## src/rtl/irq_l2_pkg.sv

```systemverilog
package irq_l2_pkg;

  // Word index of each register (byte offset / 4)
  localparam int unsigned IDX_RAW  = 0;
  localparam int unsigned IDX_PEND = 1;
  localparam int unsigned IDX_MASK = 2;
  localparam int unsigned IDX_MSET = 3;
  localparam int unsigned IDX_MCLR = 4;
  localparam int unsigned IDX_ACK  = 5;

  // Write-side strobes decoded from one bus access
  typedef struct packed {
    logic mset;
    logic mclr;
    logic ack;
  } wr_sel_t;

endpackage

```

## src/rtl/l2_reg_decode.sv

```systemverilog
module l2_reg_decode
  import irq_l2_pkg::*;
#(
  parameter int unsigned ADDR_W = 5,
  parameter int unsigned DATA_W = 32
) (
  input  logic              bus_wr,
  input  logic [ADDR_W-1:0] bus_addr,
  input  logic [DATA_W-1:0] bus_wdata,
  input  logic [DATA_W-1:0] status_q,
  input  logic [DATA_W-1:0] mask_q,
  output logic [DATA_W-1:0] mset_vec,
  output logic [DATA_W-1:0] mclr_vec,
  output logic [DATA_W-1:0] ack_vec,
  output logic [DATA_W-1:0] rdata
);

  localparam int unsigned IDX_W = ADDR_W - 2;

  logic [IDX_W-1:0] idx;
  logic [1:0]       unused_byte_lane;
  wr_sel_t          sel;

  assign idx              = bus_addr[ADDR_W-1:2];
  assign unused_byte_lane = bus_addr[1:0];

  always_comb begin
    sel      = '0;
    sel.mset = bus_wr && (idx == IDX_W'(IDX_MSET));
    sel.mclr = bus_wr && (idx == IDX_W'(IDX_MCLR));
    sel.ack  = bus_wr && (idx == IDX_W'(IDX_ACK));
  end

  assign mset_vec = sel.mset ? bus_wdata : '0;
  assign mclr_vec = sel.mclr ? bus_wdata : '0;
  assign ack_vec  = sel.ack  ? bus_wdata : '0;

  always_comb begin
    rdata = '0;
    if (idx == IDX_W'(IDX_RAW))       rdata = status_q;
    else if (idx == IDX_W'(IDX_PEND)) rdata = status_q & ~mask_q;
    else if (idx == IDX_W'(IDX_MASK)) rdata = mask_q;
  end

endmodule

```

## src/rtl/l2_status_bank.sv

```systemverilog
module l2_status_bank #(
  parameter int unsigned WIDTH = 32
) (
  input  logic             clk,
  input  logic             rst_n,
  input  logic [WIDTH-1:0] evt_vec,
  input  logic [WIDTH-1:0] ack_vec,
  output logic [WIDTH-1:0] status_q,
  output logic [WIDTH-1:0] status_d
);

  for (genvar b = 0; b < WIDTH; b++) begin : g_bit
    // Event has priority over acknowledge in the same cycle
    assign status_d[b] = evt_vec[b] | (status_q[b] & ~ack_vec[b]);

    always_ff @(posedge clk or negedge rst_n) begin
      if (!rst_n) status_q[b] <= 1'b0;
      else        status_q[b] <= status_d[b];
    end
  end

endmodule

```

## src/rtl/l2_mask_bank.sv

```systemverilog
module l2_mask_bank #(
  parameter int unsigned WIDTH = 32
) (
  input  logic             clk,
  input  logic             rst_n,
  input  logic [WIDTH-1:0] set_vec,
  input  logic [WIDTH-1:0] clr_vec,
  output logic [WIDTH-1:0] mask_q,
  output logic [WIDTH-1:0] mask_d
);

  assign mask_d = (mask_q | set_vec) & ~clr_vec;

  always_ff @(posedge clk or negedge rst_n) begin
    if (!rst_n) mask_q <= '1;
    else        mask_q <= mask_d;
  end

endmodule

```

## src/rtl/irq_l2_ctrl.sv

```systemverilog
module irq_l2_ctrl #(
  parameter int unsigned ADDR_W = 5,
  parameter int unsigned DATA_W = 32,
  parameter int unsigned TX_BIT = 0,
  parameter int unsigned RX_BIT = 1
) (
  input  logic              clk,
  input  logic              rst_n,
  input  logic              tx_done_i,
  input  logic              rx_done_i,
  input  logic [DATA_W-1:0] src_evt_i,
  input  logic              bus_wr_i,
  input  logic [ADDR_W-1:0] bus_addr_i,
  input  logic [DATA_W-1:0] bus_wdata_i,
  output logic [DATA_W-1:0] bus_rdata_o,
  output logic              irq_o
);

  logic [DATA_W-1:0] evt_vec;
  logic [DATA_W-1:0] mset_vec, mclr_vec, ack_vec;
  logic [DATA_W-1:0] status_q, status_d;
  logic [DATA_W-1:0] mask_q, mask_d;
  logic              irq_q;

  always_comb begin
    evt_vec         = src_evt_i;
    evt_vec[TX_BIT] = evt_vec[TX_BIT] | tx_done_i;
    evt_vec[RX_BIT] = evt_vec[RX_BIT] | rx_done_i;
  end

  l2_reg_decode #(.ADDR_W(ADDR_W), .DATA_W(DATA_W)) u_dec (
    .bus_wr   (bus_wr_i),
    .bus_addr (bus_addr_i),
    .bus_wdata(bus_wdata_i),
    .status_q (status_q),
    .mask_q   (mask_q),
    .mset_vec (mset_vec),
    .mclr_vec (mclr_vec),
    .ack_vec  (ack_vec),
    .rdata    (bus_rdata_o)
  );

  l2_status_bank #(.WIDTH(DATA_W)) u_stat (
    .clk     (clk),
    .rst_n   (rst_n),
    .evt_vec (evt_vec),
    .ack_vec (ack_vec),
    .status_q(status_q),
    .status_d(status_d)
  );

  l2_mask_bank #(.WIDTH(DATA_W)) u_mask (
    .clk    (clk),
    .rst_n  (rst_n),
    .set_vec(mset_vec),
    .clr_vec(mclr_vec),
    .mask_q (mask_q),
    .mask_d (mask_d)
  );

  // Registered from next-state so irq moves on the same edge as the banks
  always_ff @(posedge clk or negedge rst_n) begin
    if (!rst_n) irq_q <= 1'b0;
    else        irq_q <= |(status_d & ~mask_d);
  end

  assign irq_o = irq_q;

endmodule

```

## config.mk

```make
export PLATFORM = sky130hd
export DESIGN_NAME = irq_l2_ctrl
export DESIGN_NICKNAME = d
export VERILOG_FILES = /design/src/rtl/irq_l2_pkg.sv /design/src/rtl/l2_reg_decode.sv /design/src/rtl/l2_status_bank.sv /design/src/rtl/l2_mask_bank.sv /design/src/rtl/irq_l2_ctrl.sv
export SDC_FILE = /design/constraint.sdc
export NUM_CORES = 1
export LEC_CHECK = 0
export BUFFER_PORTS_ARGS = -buffer_cell sky130_fd_sc_hd__buf_2
export CAP_MARGIN = 20
export CORE_MARGIN = 10
export CORE_UTILIZATION = 42
export DETAILED_ROUTE_END_ITERATION = 12
export PLACE_DENSITY = 0.69
export SYNTH_ARGS = -nofsm -noshare
export SYNTH_HDL_FRONTEND = slang
export SYNTH_SLANG_ARGS = --single-unit
```

## constraint.sdc

```tcl
create_clock -name clk -period 1.5 [get_ports clk]
set_input_delay 0.075 -clock clk [delete_from_list [all_inputs] [get_ports clk]]
set_output_delay 0.075 -clock clk [all_outputs]
set_load 0.05 [all_outputs]
```

* Yosys cells after proc, flatten, opt, wreduce, memory -nomap -nowiden
Cells that the tools add are included.
Word-level totals: bits in registers 65, output and inout bits 33, word-level logic and storage cells 155
Cells by class: equality and inequality tests 5, multiplexer cells 6, bitwise operators 105, reductions and logical operators 5
Operators by type and width (number):
- two-way mux 32 bit | 6
- bitwise AND 32 bit | 3
- NOT 32 bit | 3
- bitwise OR 1 bit | 34
- bitwise AND 1 bit | 32
- NOT 1 bit | 32
- bitwise OR 32 bit | 1
- OR reduction 32 bit | 1
- equality test 3 x 2 -> 1 bit (second input constant) | 2
- equality test 3 bit (second input constant) | 2
- equality test 3 x 1 -> 1 bit (second input constant) | 1
- logical AND 1 bit | 3
- zero test 3 bit | 1

* Depth between registers and ports, before layout
Gate-level depths: netlist (run 1).
depth after elaboration 8, gate-level depth with buffers 8

* Hierarchy
A second synthesis (run 1) with hierarchy kept.
Second synthesis, totals: cell total of the unflattened synthesis 433, area total of the unflattened synthesis 4147.7 µm²
Modules (own cells, without submodules):
- l2_reg_decode | instances 1, cells an instance 217, area an instance 1536.5 µm²
- l2_mask_bank | instances 1, cells an instance 64, area an instance 1161.1 µm²
- l2_status_bank | instances 1, cells an instance 96, area an instance 1161.1 µm²
- irq_l2_ctrl | instances 1, cells an instance 56, area an instance 289.0 µm²

* Worst setup path before layout (run 1)
OpenSTA, ideal clock, no wires.
kind input -> output, start input bus_addr_i[3], end output bus_rdata_o[10], data arrival time 3.101 ns, required time 1.425 ns, setup slack -1.676 ns, stages on the path 4, buffers on the path 2, path through clkbuf_1 > clkbuf_1 > nor2_1 > a2111oi_0
Between the ends: cells in the longest elaborated chain, start to end 4, elaborated cells between the ends (all ways) 6, classes of those cells eq/ne: 2; mux: 3; reduce/logical: 1
Ends and longest elaborated chain:
- start: declaration | RTL line irq_l2_ctrl.sv:13 | input logic [ADDR_W-1:0] bus_addr_i,
- equality test 3 x 2 -> 1 bit | RTL line l2_reg_decode.sv:42 | else if (idx == IDX_W'(IDX_MASK)) rdata = mask_q;
- two-way mux 32 bit | RTL line l2_reg_decode.sv:42
- two-way mux 32 bit | RTL line l2_reg_decode.sv:41 | else if (idx == IDX_W'(IDX_PEND)) rdata = status_q & ~mask_q;
- two-way mux 32 bit * | RTL line l2_reg_decode.sv:40 | if (idx == IDX_W'(IDX_RAW)) rdata = status_q;
- end: declaration | RTL line irq_l2_ctrl.sv:15 | output logic [DATA_W-1:0] bus_rdata_o,
Every way passes the cells marked *; elsewhere a longest branch is shown, timed or not.

* Worst setup path after layout (run 1)
start register u_mask.mask_q[31], end register irq_q, in the netlist irq_o
Between the ends: cells in the longest elaborated chain, start to end 5
Ends and longest elaborated chain:
- start: declaration | RTL line l2_mask_bank.sv:8 | output logic [WIDTH-1:0] mask_q,
- start signal: assignment | RTL line l2_mask_bank.sv:16 | else mask_q <= mask_d;
- bitwise OR 32 bit | RTL line l2_mask_bank.sv:12 | assign mask_d = (mask_q | set_vec) & ~clr_vec;
- bitwise AND 32 bit | RTL line l2_mask_bank.sv:12
- via mask_d[31] | RTL line irq_l2_ctrl.sv:22 | logic [DATA_W-1:0] mask_q, mask_d;
- NOT 32 bit | RTL line irq_l2_ctrl.sv:64 | else irq_q <= |(status_d & ~mask_d);
- bitwise AND 32 bit | RTL line irq_l2_ctrl.sv:64
- OR reduction 32 bit | RTL line irq_l2_ctrl.sv:64
- end signal: assignment | RTL line irq_l2_ctrl.sv:64
- end: declaration | RTL line irq_l2_ctrl.sv:23 | logic irq_q;
The timed path passes the listed nets, and every way through them passes these cells.

==> impl_metrics.tcl, run 1 <==
set metrics [dict create \
    syn_nets 479 \
    worst_setup_path_end_kind "register" \
    min_period_over_period_pct 111 \
    power.density_nw_per_um2 753 \
    clkTransAtPathRegs_ns 0.08 \
    dp.cells 666 \
    p_leak_nw 2.68 \
    arrival_ns 1.90 \
    grt_first_pass_wirelength_mm 22.2 \
    setup_slack_ns -0.172 \
    status "complete, but fails checks" \
    clockBufferDepth 2 \
    instances_no_fill 716 \
    failed_checks "hold timing, setup timing" \
    layout-drive-gt1-share_pct 60.7 \
    design_area_um2 6730 \
    drtAntennaViolNets 0 \
    min_to "u_mask.mask_q[19]" \
    first_pass_iters 4 \
    antenna_cells 0 \
    synth_compound_area_share_pct 33.2 \
    rows 34 \
    placed_area_um2 5310 \
    cts_made_buffers 9 \
    setup_viol 33 \
    crit_type "register to register" \
    critPathTopFamily "flip-flops" \
    r2r_start "u_mask.mask_q[31]" \
    slew_viol_final 0 \
    htree_levels 3 \
    yosysTopAreaCell "dfstp_2" \
    critical_path_buf_inv_count 0 \
    wl_per_cell_um 19.8 \
    clk_latency_ns 0.36 \
    vias 4024 \
    reg2reg_slack_ns -0.17 \
    first_iter_violations 222 \
    syn-cell-area_um2 3660 \
    synth_top_area_share_pct 23.0 \
    root_buffer "clkbuf_8" \
    start_kind "register" \
    min_path_type "input pin to register" \
    synth_xor_area_share_pct 0 \
    crit_path_top_delay_cell "dfstp_2" \
    finClkSkew_ns 0.0103 \
    avgSynthCellArea_um2 9.04 \
    die_h_um 113 \
    synth_top_family_by_area "compound AO/OA/AOI/OAI gates" \
    cts_tree "done" \
    path_cells "a21bo_2 -> a21oi_2 -> o22ai_2 -> nor4_2 -> nand4_1" \
    max_cap_viol_count 0 \
    ys_seq_area_share_pct 45.5 \
    synth_mux_area_share_pct 0 \
    place_hpwl_mm 8.86 \
    timing.hold.ws_ns -0.00478 \
    irDropWorstVdd_uv 662 \
    synth_adder_area_share_pct 0 \
    finalSetupTns_ns -2.27 \
    grt_usage_pct 21.3 \
    hp-start "bus_wdata_i[19]" \
    drt_wl_total_mm 14.2 \
    cts.sinks 65 \
    hold_viol_final 1 \
    dp_slack_ns -0.406 \
    ios 107 \
    grt_max_degree 51 \
    grt_antenna_before_repair 0 \
    max_stage_delay_ns 0.55 \
    yosysUniqueCellTypes 24 \
    drc 0 \
    timing.slew.headroom_pct 52.5 \
    gp_congestion 0.838 \
    synthTopCellsByArea "dfstp_2, dfrtp_1, a21oi_1" \
    synthSimpleGateAreaFrac_pct 13.7 \
    period_minus_slack_ns 1.67 \
    syn_inst 405 \
    rsz0062_at_grt "true" \
    initial_core_util_pct 42.6 \
    ys_ff_latch 65 \
    worstMarginPinSlew_ns 0.713 \
    worstRegToRegCells 5 \
    vias_per_cell 5.62 \
    r2r_end "irq_o" \
    dieArea_um2 12900 \
    crit_path_max_fanout 2 \
    grt-ovfl-total 0 \
    grt_pass1_vias 4417 \
    whs_path_depth 3 \
    nets 677 \
    synthToLayoutAreaGrowth_pct 83.9 \
    maxClockFrequency_mhz 598 \
    core_um2 8590 \
    yosysWarnings 0 \
    portBuffers 104 \
    crit_required_ns 1.73 \
    die_x_um 113 \
]
## sequential cells by signal, indices dropped and copies added, names as in the netlist
| signal | count |
|---|---|
| irq_o | 1 |
| u_stat.status_q | 32 |
| u_mask.mask_q | 32 |
## per-stage QoR
step                      total power, W  utilization, %
after floorplan                  0.00256               -
after global placement           0.00296            61.8
after detailed placement         0.00299            61.8
after CTS                        0.00497            75.1
after global routing             0.00524            78.3
final                            0.00507            78.3
## per-layer routing
| layer | up-vias | share of wire (%) | global-route usage (%) |
|---|---|---|---|
| li1 | 1850 | - | - |
| met1 | 2025 | 41 | 25.0 |
| met2 | 124 | 51 | 36.2 |
| met3 | 25 | 5.8 | 6.03 |
| met4 | 0 | 2.0 | 7.87 |
| met5 | - | 0 | 0 |
## timing repair
item,in CTS,in global routing
hold buffers,25,0
hold endpoints to repair,37,0
buffers inserted,10,1
pin swaps,40,17
gates resized for setup,154,58
setup endpoints to repair,33,35
## cells in the final DEF, fill, tap and decap left out, types with 3 or more instances in the layout
cell type / count
nand2_1: 32
buf_12: 7
dfstp_2: 32
buf_2: 70
a21oi_2: 23
dfrtp_1: 33
a21oi_4: 3
nor4_2: 3
dlygate4sd3_1: 25
a2111oi_4: 32
o22ai_1: 10
buf_6: 70
nor2_1: 32
clkbuf_8: 11
buf_4: 43
a21bo_1: 3
a21bo_2: 27
inv_1: 32
o22ai_2: 6
a21oi_1: 68
nor2b_4: 32
## where the power goes
group / leakage (nW) / internal (W) / switching (W) / total, W
clock: 0.115 / 0.00102 / 0.000743 / 0.00176
sequential: 0.626 / 0.00184 / 0.0000356 / 0.00187
combinational: 1.93 / 0.000649 / 0.000788 / 0.00144
## cell families (layout without fill, tap and decap cells)
family,count (synthesis),count (layout)
AO/OA/AOI/OAI,176,176
AND/OR/NAND/NOR,104,104
flip-flops,65,65
buffers and inverters,60,263
## worst reg2reg max path: cells and delay by family (launching register included)
kind	cells	cell delay (ns)
flops	1	0.55
simple gates	2	0.50
compound gates	3	0.51
## worst max path at each step
stage                            endpoint  slack [ns]               from  cells after the start
final                               irq_o       -0.17  u_mask.mask_q[31]                      5
after global routing                irq_o       -0.25  u_mask.mask_q[11]                      5
after CTS                  bus_rdata_o[7]       -0.15   u_mask.mask_q[7]                      4
after detailed placement            irq_o       -0.41      bus_addr_i[3]                      8
after global placement              irq_o       -0.35      bus_addr_i[3]                      8
after floorplan           bus_rdata_o[18]       -0.32      bus_addr_i[3]                      4
## Yosys cell counts
library cell / number
a2111oi_0: 32
a211oi_1: 1
a211oi_2: 1
a21bo_1: 3
a21bo_2: 29
a21oi_1: 88
a21oi_2: 6
and3_1: 1
and4b_1: 1
buf_1: 1
buf_2: 5
buf_4: 3
buf_6: 5
clkbuf_1: 14
dfrtp_1: 33
dfstp_2: 32
inv_1: 32
nand2_1: 32
nand4_1: 1
nor2_1: 32
nor2b_1: 32
nor3b_2: 1
nor4_1: 4
o22ai_1: 16
## cell type report
type,instances,area (um2)
Clock buffer,11,151
Sequential cell,65,1670
Fill cell,483,1860
Inverter,32,120
Multi-Input combinational cell,280,2730
Clock inverter,5,77.6
Tap cell,108,135
Timing Repair Buffer,215,1850
Power figures use the tool's default switching activity.
==> inputs of run 2 (changes only) <==
CORE_UTILIZATION = 45   (was 42)
CTS_BUF_LIST = sky130_fd_sc_hd__clkbuf_2 sky130_fd_sc_hd__clkbuf_4 sky130_fd_sc_hd__clkbuf_8   (was unset)
PLACE_DENSITY = 0.73   (was 0.69)
==> run 2 against run 1 <==
The flow finishes with violations (setup timing); clock skew down 0.0023 ns; design area is 2.0% higher; hold slack better by 0.014 ns; register-to-register slack got worse by 0.06 ns; clock-buffer cell count unchanged; flip-flop and latch count did not move; combinational power up 5%; critical path type is now input pin to register.
==> impl_metrics.tcl, run 2 (synthesis results as in run 1) <==
set metrics [dict create \
    grt_first_pass_wirelength_mm 22.4 \
    first_pass_iters 5 \
    start_kind "input pin" \
    clk_latency_ns 0.36 \
    layout-drive-gt1-share_pct 65.4 \
    arrival_ns 1.95 \
    final_cell_mix "buf_2, buf_6, a21oi_1" \
    timing.slew.headroom_pct 38.2 \
    drc 0 \
    min_period_over_period_pct 116 \
    cts_made_buffers 9 \
    worstMarginPinSlew_ns 0.923 \
    worstRegToRegCells 5 \
    power.density_nw_per_um2 713 \
    grt_usage_pct 23.5 \
    min_path_type "input pin to register" \
    synthToLayoutAreaGrowth_pct 87.5 \
    clkTransAtPathRegs_ns 0.07 \
    status "complete, but fails checks" \
    root_buffer "clkbuf_8" \
    setup_viol 33 \
    crit_path_max_fanout 14 \
    grt_max_degree 41 \
    r2r_end "irq_o" \
    setup_slack_ns -0.238 \
    failed_checks "setup timing" \
    antenna_cells 0 \
    slew_viol_final 0 \
    grt-ovfl-total 0 \
    drt_wl_total_mm 16.6 \
    reg2reg_slack_ns -0.23 \
    grt_antenna_before_repair 2 \
    hp-start "bus_wdata_i[9]" \
    initial_core_util_pct 46.9 \
    path_depth 9 \
    crit_type "input pin to register" \
    p_leak_nw 2.74 \
    vias_per_cell 6.11 \
    nets 680 \
    dp.cells 665 \
    worst_setup_path_end_kind "register" \
    grt_pass1_vias 4427 \
    critPathTopFamily "simple AND/OR/NAND/NOR gates" \
    core_um2 7810 \
    wl_per_cell_um 23.4 \
    crit_end "irq_o" \
    drtAntennaViolNets 0 \
    irDropWorstVdd_uv 520 \
    dieArea_um2 12100 \
    hold_viol_final 0 \
    crit_required_ns 1.72 \
    clockBufferDepth 2 \
    max_stage_delay_ns 0.38 \
    r2r_start "u_mask.mask_q[24]" \
    place_hpwl_mm 9.11 \
    portBuffers 104 \
    finClkSkew_ns 0.00795 \
    cts_tree "done" \
    crit_path_top_delay_cell "and4b_2" \
    critPathLaunch "bus_addr_i[3]" \
    die_h_um 110 \
    rows 32 \
    gp_congestion 0.880 \
    max_cap_viol_count 0 \
    fin_util_pct 87.9 \
    critical_path_buf_inv_count 3 \
    maxClockFrequency_mhz 575 \
    vias 4348 \
    final_common_cell "buf_2" \
    htree_levels 3 \
    path_cells "clkbuf_4 -> buf_12 -> and4b_2 -> clkbuf_16 -> nand2_1 -> a21oi_1 -> o22ai_1 -> nor4_2 -> nand4_1" \
    die_x_um 110 \
    first_iter_violations 251 \
    ios 107 \
    dp_slack_ns -0.641 \
    period_minus_slack_ns 1.74 \
    instances_no_fill 712 \
    rsz0062_at_grt "true" \
    cts.sinks 65 \
]
==> run 2: stage by stage <==
stage / TNS, ns / cell area [um2] / power, W / hold WS, ns
after floorplan: -2.88 / 4150 / 0.00256 / -0.221
after global placement: -8.02 / 5320 / 0.00297 / 0.0634
after detailed placement: -9.36 / 5320 / 0.00299 / 0.0656
after CTS: -2.07 / 6400 / 0.00470 / 0.00691
after global routing: -3.56 / 6860 / 0.00503 / 0.0162
final: -2.41 / 6860 / 0.00489 / 0.00956
==> run 2: final cells by class <==
| cell class | count | area, um2 |
|---|---|---|
| multi-input combinational | 281 | 2870 |
| timing repair buffer | 217 | 1900 |
| sequential | 65 | 1670 |
| fill | 327 | 945 |
| clock buffer | 11 | 139 |
| tap | 102 | 128 |
| inverter | 32 | 120 |
| clock inverter | 4 | 45.0 |
==> run 2: worst min-delay path by stage <==
stage,endpoint,cells after the start
after detailed placement,u_stat.status_q[19],1
after global routing,u_mask.mask_q[9],3
after floorplan,irq_o,0
after CTS,u_mask.mask_q[22],3
final,u_mask.mask_q[9],3
after global placement,u_stat.status_q[19],1
==> run 2: repair_timing <==
item                                    CTS  global route
endpoints found under the setup margin   33            33
cloned                                    1             2
endpoints found under the hold margin    25             0
gates resized for setup                 174            72
buffers inserted                          3             6
hold buffers                             20             0
pin swaps                                43            27
==> run 2: report_power, final <==
part	leakage, nW	internal (W)	switching, W	total, W
registers	0.626	0.00184	0.0000390	0.00187
clock network	0.0998	0.000788	0.000718	0.00151
logic	2.01	0.000667	0.000845	0.00151
total	2.74	0.00329	0.00160	0.00489
==> run 2: worst reg2reg max path, stage by stage, from the launching register on <==
cell	delay [ns]
dfstp_2	0.55
a21bo_2	0.23
a21oi_2	0.21
o22ai_1	0.16
nor4_2	0.32
nand4_1	0.13
==> run 2: layer usage <==
| layer | GRT usage [%] | share of wire (%) | up-vias |
|---|---|---|---|
| li1 | - | - | 1854 |
| met1 | 28.3 | 37 | 2146 |
| met2 | 38.5 | 50 | 279 |
| met3 | 6.56 | 9.3 | 65 |
| met4 | 10.1 | 3.8 | 4 |
| met5 | 0 | 0.13 | - |
==> inputs of run 3 (changes only) <==
GPL_ROUTABILITY_DRIVEN = 0   (was unset)
PLACE_DENSITY = 0.7   (was 0.73)
clock period = 1.7 ns   (was 1.5 ns; I/O delays follow)
==> run 3 against run 2 <==
The run now ends clean; global-route usage shrank 3.5 points; combinational power is 31% lower; utilization decreased by 13 points; via count shrank 16%.
==> impl_metrics.tcl, run 3 (synthesis results as in run 1) <==
set metrics [dict create \
    p_total_w 0.00419 \
    finClkSkew_ns 0.00845 \
    critPathTopFamily "flip-flops" \
    grt_max_degree 66 \
    timing.hold.ws_ns 0.0338 \
    timing.slew.headroom_pct 69.4 \
    setup_viol 0 \
    dp_slack_ns -0.253 \
    clk_latency_ns 0.34 \
    crit_type "register to register" \
    path_depth 5 \
    worst_setup_path_end_kind "register" \
    crit_required_ns 1.90 \
    vias 3666 \
    whs_path_depth 3 \
    crit_path_max_fanout 4 \
    layout-drive-gt1-share_pct 51.5 \
    grt_antenna_before_repair 0 \
    drc 0 \
    critical_path_buf_inv_count 0 \
    dieArea_um2 12100 \
    period_minus_slack_ns 1.69 \
    cts.sinks 65 \
    rows 32 \
    arrival_ns 1.89 \
    start_kind "register" \
    root_buffer "clkbuf_8" \
    p_leak_nw 2.27 \
    rsz0062_at_grt "true" \
    ios 107 \
    initial_core_util_pct 46.9 \
    reg2reg_slack_ns 0.01 \
    final_common_cell "a21oi_1" \
    instances_no_fill 684 \
    drtAntennaViolNets 0 \
    first_pass_iters 5 \
    dp.cells 646 \
    cts_tree "done" \
    maxClockFrequency_mhz 593 \
    cts_made_buffers 9 \
    die_x_um 110 \
    max_cap_viol_count 0 \
    portBuffers 104 \
    clkTransAtPathRegs_ns 0.08 \
    final_cell_mix "a21oi_1, buf_4, buf_2" \
    status "complete, no violations" \
    hold_viol_final 0 \
    grt_pass1_vias 3925 \
    nets 651 \
    place_hpwl_mm 8.55 \
    worstMarginPinSlew_ns 0.459 \
    path_cells "a21bo_2 -> a21oi_2 -> o22ai_1 -> nor4_1 -> nand4_1" \
    fin_util_pct 75.3 \
    slew_viol_final 0 \
    synthToLayoutAreaGrowth_pct 60.6 \
    min_path_type "input pin to register" \
    wl_per_cell_um 17.8 \
    crit_path_top_delay_cell "dfstp_2" \
    antenna_cells 0 \
    grt_first_pass_wirelength_mm 19.3 \
    drt_wl_total_mm 12.2 \
    worstRegToRegCells 5 \
    max_stage_delay_ns 0.58 \
    vias_per_cell 5.36 \
    clockBufferDepth 2 \
    core_um2 7810 \
    setup_slack_ns 0.0126 \
    htree_levels 3 \
    power.density_nw_per_um2 712 \
    first_iter_violations 172 \
    min_period_over_period_pct 99.3 \
    irDropWorstVdd_uv 707 \
    die_h_um 110 \
    grt_usage_pct 20.0 \
    grt-ovfl-total 0 \
]
run 3: changes by cell type in the layout (fill, tap and decap cells not counted), sizes merged:
cell | previous run | this run
buf | 194 | 169
clkbuf | 14 | 11
bufinv | 1 | 2
nor3b | 2 | 1
run 3: path summary, 6_finish.rpt:
check | start | end
max in group asynchronous | rst_n | u_mask.mask_q[5]
worst min-delay path | bus_wdata_i[12] | u_mask.mask_q[12]
worst min register to register | u_stat.status_q[13] | u_stat.status_q[13]
min in group asynchronous | rst_n | u_stat.status_q[0]
worst max-delay path | u_mask.mask_q[14] | irq_o
worst max register to register | u_mask.mask_q[14] | irq_o
run 3: metal layers:
| layer | wire length [um] | vias up | part of all wire [%] | GRT usage, % |
|---|---|---|---|---|
| met3 | 682 | 8 | 5.6 | 4.29 |
| met4 | 97 | 0 | 0.80 | 4.86 |
| li1 | - | 1792 | - | - |
| met5 | 0 | - | 0 | 0 |
| met2 | 6200 | 83 | 51 | 34.8 |
| met1 | 5170 | 1783 | 43 | 24.6 |
run 3: through the flow:
step | TNS [ns] | area, um2
2_1_floorplan | -1.24 | 4150
3_3_place_gp | -0.190 | 5170
3_5_place_dp | -0.253 | 5170
4_1_cts | -0.0218 | 5760
5_1_grt | -0.0659 | 5880
6_report | 0 | 5880
run 3: worst min-delay path, cell delays in order:
cell and delay (ns):
buf_2 0.10, a21bo_2 0.12, a21oi_1 0.07
run 3: where the power goes:
group / switching, W / total, W / internal (W)
sequential: 0.0000361 / 0.00166 / 0.00162
clock: 0.000614 / 0.00149 / 0.000880
combinational: 0.000601 / 0.00104 / 0.000436
run 3: final cells by class:
class / instances / area, um2
Clock buffer: 11 / 145
Multi-Input combinational cell: 280 / 2310
Inverter: 32 / 120
Clock inverter: 5 / 78.8
Sequential cell: 65 / 1670
Tap cell: 102 / 128
Fill cell: 530 / 1930
Timing Repair Buffer: 189 / 1430
run 3: repair_timing:
item / CTS / global route
setup buffers: 0 / 4
setup endpoints to repair: 31 / 24
hold buffers: 20 / 0
resized for setup: 55 / 21
endpoints found under the hold margin: 51 / 0
pin swaps: 11 / 20
